### src/rtl/vb_pkg.sv
package vb_pkg;
  // Kind of update applied to the slot array in one cycle
  typedef enum logic [1:0] {
    VB_IDLE = 2'd0,
    VB_TAKE = 2'd1,  // lookup hit, slot emptied
    VB_SWAP = 2'd2,  // lookup hit, evicted line takes the slot
    VB_FILL = 2'd3   // eviction into free or oldest slot
  } vb_op_e;

  function automatic int vb_idx_w(input int n);
    return (n > 1) ? $clog2(n) : 1;
  endfunction
endpackage

### src/rtl/vb_match.sv
module vb_match #(
  parameter int ENTRIES = 4,
  parameter int ADDR_W  = 16,
  parameter int IDX_W   = 2
) (
  input  logic                            clk,
  input  logic                            rst,
  input  logic [ENTRIES-1:0]              slot_valid,
  input  logic [ENTRIES-1:0][ADDR_W-1:0]  slot_addr,
  input  logic [ADDR_W-1:0]               key,
  output logic                            any_hit,
  output logic [IDX_W-1:0]                hit_idx
);
  logic [ENTRIES-1:0] match;

  for (genvar g = 0; g < ENTRIES; g++) begin : g_cmp
    assign match[g] = slot_valid[g] && (slot_addr[g] == key);
  end

  always_comb begin
    hit_idx = '0;
    for (int j = 0; j < ENTRIES; j++)
      if (match[j]) hit_idx = hit_idx | IDX_W'(j);
  end
  assign any_hit = |match;

  // a line address lives in at most one slot
  p_single_match_r2: assert property (@(posedge clk) disable iff (rst)
    $onehot0(match));
endmodule

### src/rtl/vb_lru.sv
module vb_lru #(
  parameter int ENTRIES = 4,
  parameter int IDX_W   = 2
) (
  input  logic               clk,
  input  logic               rst,
  input  logic [ENTRIES-1:0] slot_valid,
  input  logic               touch,
  input  logic [IDX_W-1:0]   touch_idx,
  output logic               free_any,
  output logic [IDX_W-1:0]   victim_idx
);
  logic [IDX_W-1:0]   age [ENTRIES];
  logic [ENTRIES-1:0] age_zero;

  for (genvar g = 0; g < ENTRIES; g++) begin : g_age
    always_ff @(posedge clk) begin
      if (rst) age[g] <= IDX_W'(g);
      else if (touch) begin
        if (IDX_W'(g) == touch_idx)     age[g] <= '0;
        else if (age[g] < age[touch_idx]) age[g] <= age[g] + 1'b1;
      end
    end
    assign age_zero[g] = (age[g] == '0);
  end

  // Lowest empty slot first, else the slot with the oldest fill
  always_comb begin
    logic found;
    found      = 1'b0;
    victim_idx = '0;
    for (int j = 0; j < ENTRIES; j++)
      if (!slot_valid[j] && !found) begin
        victim_idx = IDX_W'(j);
        found      = 1'b1;
      end
    free_any = found;
    if (!found)
      for (int j = 0; j < ENTRIES; j++)
        if (age[j] == IDX_W'(ENTRIES - 1)) victim_idx = IDX_W'(j);
  end

  // ages stay a permutation, exactly one most recent slot
  p_one_newest_r7: assert property (@(posedge clk) disable iff (rst)
    $countones(age_zero) == 1);
endmodule

### src/rtl/victim_buf.sv
module victim_buf #(
  parameter int ENTRIES = 4,
  parameter int ADDR_W  = 16,
  parameter int DATA_W  = 32
) (
  input  logic              clk,
  input  logic              rst,
  input  logic              look_req,
  input  logic [ADDR_W-1:0] look_addr,
  input  logic              ev_req,
  input  logic [ADDR_W-1:0] ev_addr,
  input  logic [DATA_W-1:0] ev_data,
  input  logic              ev_dirty,
  output logic              look_done,
  output logic              look_hit,
  output logic [DATA_W-1:0] look_data,
  output logic              look_dirty,
  output logic              wb_valid,
  output logic [ADDR_W-1:0] wb_addr,
  output logic [DATA_W-1:0] wb_data
);
  import vb_pkg::*;
  localparam int IDX_W = vb_idx_w(ENTRIES);

  logic [ENTRIES-1:0]             slot_valid;
  logic [ENTRIES-1:0][ADDR_W-1:0] slot_addr;
  logic [DATA_W-1:0]              slot_data [ENTRIES];
  logic [ENTRIES-1:0]             slot_dirty;

  logic             any_hit, free_any, take, spill;
  logic [IDX_W-1:0] hit_idx, victim_idx, tgt;
  vb_op_e           op;

  vb_match #(.ENTRIES(ENTRIES), .ADDR_W(ADDR_W), .IDX_W(IDX_W)) i_match (
    .clk(clk), .rst(rst), .slot_valid(slot_valid), .slot_addr(slot_addr),
    .key(look_addr), .any_hit(any_hit), .hit_idx(hit_idx));

  vb_lru #(.ENTRIES(ENTRIES), .IDX_W(IDX_W)) i_lru (
    .clk(clk), .rst(rst), .slot_valid(slot_valid), .touch(ev_req),
    .touch_idx(tgt), .free_any(free_any), .victim_idx(victim_idx));

  assign take  = look_req && any_hit;
  assign tgt   = take ? hit_idx : victim_idx;
  assign spill = ev_req && !take && !free_any && slot_dirty[tgt];

  always_comb begin
    if (take) op = ev_req ? VB_SWAP : VB_TAKE;
    else      op = ev_req ? VB_FILL : VB_IDLE;
  end

  // Valid bits and registered outputs
  always_ff @(posedge clk) begin
    if (rst) begin
      slot_valid <= '0;
      look_done  <= 1'b0;
      look_hit   <= 1'b0;
      look_dirty <= 1'b0;
      look_data  <= '0;
      wb_valid   <= 1'b0;
      wb_addr    <= '0;
      wb_data    <= '0;
    end else begin
      look_done  <= look_req;
      look_hit   <= take;
      look_dirty <= take && slot_dirty[hit_idx];
      look_data  <= take ? slot_data[hit_idx] : '0;
      wb_valid   <= spill;
      wb_addr    <= slot_addr[tgt];
      wb_data    <= slot_data[tgt];
      case (op)
        VB_TAKE: slot_valid[hit_idx] <= 1'b0;
        VB_SWAP, VB_FILL: slot_valid[tgt] <= 1'b1;
        default: ;
      endcase
    end
  end

  // Line storage, no reset so it can map to RAM
  always_ff @(posedge clk) begin
    if (ev_req) begin
      slot_addr[tgt]  <= ev_addr;
      slot_data[tgt]  <= ev_data;
      slot_dirty[tgt] <= ev_dirty;
    end
  end

  // a hit only answers a lookup of the previous cycle
  p_hit_after_look_r2: assert property (@(posedge clk) disable iff (rst)
    look_hit |-> (look_done && $past(look_req)));
  // a writeback only follows an eviction
  p_wb_after_evict_r8: assert property (@(posedge clk) disable iff (rst)
    wb_valid |-> $past(ev_req));
  // a swap never spills a line
  p_no_wb_on_hit_r5: assert property (@(posedge clk) disable iff (rst)
    look_hit |-> !wb_valid);
  // outputs are quiet on the cycle after reset
  p_quiet_after_reset_r1: assert property (@(posedge clk)
    $past(rst) |-> (!look_done && !wb_valid));
endmodule

### config.mk
export PLATFORM = sky130hd
export DESIGN_NAME = victim_buf
export DESIGN_NICKNAME = d
export VERILOG_FILES = /design/src/rtl/vb_pkg.sv /design/src/rtl/vb_match.sv /design/src/rtl/vb_lru.sv /design/src/rtl/victim_buf.sv
export SDC_FILE = /design/constraint.sdc
export NUM_CORES = 1
export LEC_CHECK = 0
export BUFFER_PORTS_ARGS = -buffer_cell sky130_fd_sc_hd__buf_2
export CAP_MARGIN = 20
export CORE_ASPECT_RATIO = 0.7
export CORE_MARGIN = 4
export CORE_UTILIZATION = 50
export CTS_BUF_LIST = sky130_fd_sc_hd__clkbuf_8
export DETAILED_ROUTE_END_ITERATION = 8
export MAX_ROUTING_LAYER = met4
export PLACE_DENSITY_LB_ADDON = 0.08
export SLEW_MARGIN = 20
export SYNTH_ARGS = -nofsm -noshare
export SYNTH_HDL_FRONTEND = slang
export SYNTH_SLANG_ARGS = --single-unit
### constraint.sdc
create_clock -name clk -period 6.3 [get_ports clk]
set_clock_uncertainty 0.1 [all_clocks]
set_input_delay 1.26 -clock clk [delete_from_list [all_inputs] [get_ports clk]]
set_output_delay 1.26 -clock clk [all_outputs]
set_load 0.02 [all_outputs]
==> run_results.csv <==
group,metric,value,unit
clock_tree,cts_repair_resize_count,0,
timing,timing.max_slew.rel_slack,34.2,%
finish,drive_above_1_share,23.7,%
timing,timing_worst_slew_pin_value,0.985,ns
place,routabilityCongestion,0.934,
finish,flow.area_growth_from_synthesis,17.1,%
synth,synth-edff-count,204,
finish,layout.nets,1136,
clock_tree,tritoncts.num_buffers,44,
routing,detail_route.drc_violations,0,
global_route,grt_util_all_layers,23.8,%
critical_path,worst-setup-path-type,"primary input to flip-flop",
synth,synthCells,899,
critical_path,worst-path-buf-inv,2,
synth,synthDistinctLibCells,58,
clock_tree,cts_tree,"built",
global_route,grt_remaining_overflow,0,
pwr,p_per_area,294,mW/mm^2
timing,final-setup-viol-count,0,
pwr,vdd.ir_drop.worst,0.197,mV
finish,layout.cells.non_filler,1419,
timing,final-max-slew-violation-count,0,
place,port_buffers,152,
run_status,status,"finished, final reports clean",
routing,drtIter0Drc,600,
clock_tree,worstSkewPairLatency,0.57,ns
die,floorplan.die.width,195,um
critical_path,timing.critical_path.cells,"buf_2 -> xnor2_1 -> or4b_1 -> nor4_4 -> a22oi_2 -> a31oi_4 -> buf_4 -> mux2i_1 -> a221o_1 -> maj3_2 -> o211ai_1",
finish,mostFrequentLayoutCells,"204 x sky130_fd_sc_hd__edfxtp_1, 152 x sky130_fd_sc_hd__buf_2, 98 x sky130_fd_sc_hd__a211oi_1",
routing,pre_repair_dr_iteration_count,5,
die,fp.dieH,139,um
global_route,grt_pass1_wl,48300,um
synth,synth-warning-count,0,
timing,finalCriticalPeriod,4.49,ns
timing,final-hold-violation-count,0,
critical_path,setup.worst_path.start_class,"primary input",
pwr,total_leakage_power,0.00542,uW
place,dp_hpwl,20300,um
global_route,grt_max_degree,60,
die,die_area,0.0270,sq mm
critical_path,worst_path_max_delay_cell,"sky130_fd_sc_hd__or4b_1",
synth,yosysSeqAreaShare,64.7,%
timing,final_min_period_over_clock_period,71.2,%
clock_tree,clk_transition_reported_paths,0.07,ns
critical_path,path_max_fanout,33,
timing,setup_total_negative_slack,0,ns
die,top_level_ports,153,
timing,rsz_0062_raised_after_global_routing,"no",
synth,syn_avg_cell_area,13.6,sq um
clock_tree,holdBufCountCts,0,
clock_tree,cts_setup_buffers,0,
critical_path,required,6.43,ns
synth,ys_ff_latch,292,
routing,drtAntennaViolNets,0,
routing,drt_wl_total,31700,um
place,place.detailed.instances,1335,
critical_path,critical-path-max-stage-delay,0.53,ns
finish,final_common_cell,"sky130_fd_sc_hd__edfxtp_1",
run,max_cap_violations,0,
clock_tree,numClockSinks,292,
routing,avgViaCountPerCell,5.75,
critical_path,cp_top_family,"compound AO/OA/AOI/OAI gates",
clock_tree,cts_root_buffer,"sky130_fd_sc_hd__clkbuf_8",
die,start_util,51.2,%
timing,max_freq,0.223,GHz
routing,wl_per_instance,22.3,um
global_route,first_global_vias,8256,
critical_path,cp-end-kind,"flip-flop",
routing,vias,8160,
timing,timing.hold.ws,0.412,ns
critical_path,cp.arrival,4.62,ns
synth,ys_dominant_reg_cell,"sky130_fd_sc_hd__edfxtp_1",
synth,synth_fp_nets,972,
clock_tree,clk_path_buf_depth,3,
synth,mappedNetlistArea,0.0122,sq mm
global_route,grt_antenna_before_repair,3,
die,core.rowCount,47,
synth,synthArstFlopShare,0,%
die,fp.coreArea,0.0238,sq mm
clock_tree,cts.htree.levels,2,
hold_path,worst_hold_path_type,"flip-flop to flip-flop",
## tightest hold or removal path, stage by stage, from the launching register on
cell,delay (ns)
sky130_fd_sc_hd__edfxtp_1,0.33
sky130_fd_sc_hd__a221oi_1,0.08
sky130_fd_sc_hd__nor2_1,0.08
## layout make-up
type                    count  area, sq um
diodes                      3         7.51
clock buffers              57          785
clock inverters            24          156
fillers                  1982         9550
inverters                  16         60.1
multi-input cells         540         4040
flip-flops and latches    292         7890
well taps                 318          398
repair buffers            169          933
## metrics by stage
step                utilization [%]  total power [uW]  worst slack [ns]  instance area [sq um]
floorplan                         -              2460              1.37                  12200
global placement               55.8              2600              1.35                  13300
detailed placement             55.9              2610              1.29                  13300
CTS                            59.9              4230              1.88                  14300
global route                   59.9              4360              1.72                  14300
finish                         59.9              4190              1.81                  14300
## per-layer routing
layer / part of all wire (%) / track usage (%)
met5: 0 / -
met4: 1.2 / 5.21
met3: 9.6 / 7.04
met2: 43 / 33.4
met1: 47 / 34.5
## power breakdown
group | switching [uW] | internal, uW
sequential | 38.9 | 2140
combinational | 254 | 140
clock | 728 | 896
## kinds of logic after synthesis
family / share of synthesized area (%)
AO/OA/AOI/OAI: 11.3
XOR/XNOR: 4.60
adder cells (fa/ha/maj): 0.503
buffers and inverters: 2.24
flip-flops: 64.7
multiplexers: 7.12
AND/OR/NAND/NOR: 9.52
## final timing paths
check / slack (ns) / start / end / cells after the start
setup / recovery: 1.81 / look_addr[1] / i_lru.age[1][0]$_DFFE_PP_ / 11
hold / removal: 0.41 / slot_data[3][7]$_DFFE_PP_ / look_data[7]$_SDFF_PP0_ / 2
setup reg to reg: 2.21 / slot_addr[6]$_DFFE_PP_ / i_lru.age[1][0]$_DFFE_PP_ / 10
hold reg to reg: 0.41 / slot_data[3][7]$_DFFE_PP_ / look_data[7]$_SDFF_PP0_ / 2
## registers in the layout, summed over array words and instances, names as in the netlist, 4 cells and up
signal,flops
i_lru.age,8
look_data,32
wb_data,32
slot_valid,4
slot_dirty,4
slot_data,128
wb_addr,16
slot_addr,64
## cells in the mapped netlist (3+ instances only)
master,count,area (sq um)
sky130_fd_sc_hd__nor4_1,10,62.6
sky130_fd_sc_hd__a22o_1,4,35.0
sky130_fd_sc_hd__or2_2,3,18.8
sky130_fd_sc_hd__nand2b_1,4,25.0
sky130_fd_sc_hd__a211o_1,3,26.3
sky130_fd_sc_hd__a21oi_1,10,50.1
sky130_fd_sc_hd__and4_1,7,61.3
sky130_fd_sc_hd__o21ai_0,10,50.1
sky130_fd_sc_hd__and3_1,3,18.8
sky130_fd_sc_hd__nor2b_1,50,313
sky130_fd_sc_hd__and4b_1,4,40.0
sky130_fd_sc_hd__mux2i_1,83,831
sky130_fd_sc_hd__nor3_1,6,30.0
sky130_fd_sc_hd__nand4_1,5,31.3
sky130_fd_sc_hd__a221oi_1,30,263
sky130_fd_sc_hd__a211oi_1,98,736
sky130_fd_sc_hd__inv_1,15,56.3
sky130_fd_sc_hd__xor2_1,37,324
sky130_fd_sc_hd__buf_2,11,55.1
sky130_fd_sc_hd__nand3_1,5,25.0
sky130_fd_sc_hd__ha_1,4,50.1
sky130_fd_sc_hd__o211ai_1,3,22.5
sky130_fd_sc_hd__nand2_1,23,86.3
sky130_fd_sc_hd__buf_1,3,11.3
sky130_fd_sc_hd__xnor2_1,27,236
sky130_fd_sc_hd__dfxtp_1,88,1760
sky130_fd_sc_hd__edfxtp_1,204,6130
sky130_fd_sc_hd__nor4_4,3,63.8
sky130_fd_sc_hd__nor2_1,71,267
sky130_fd_sc_hd__or4_4,3,33.8
sky130_fd_sc_hd__clkbuf_1,36,135
Power figures use the tool's default switching activity.
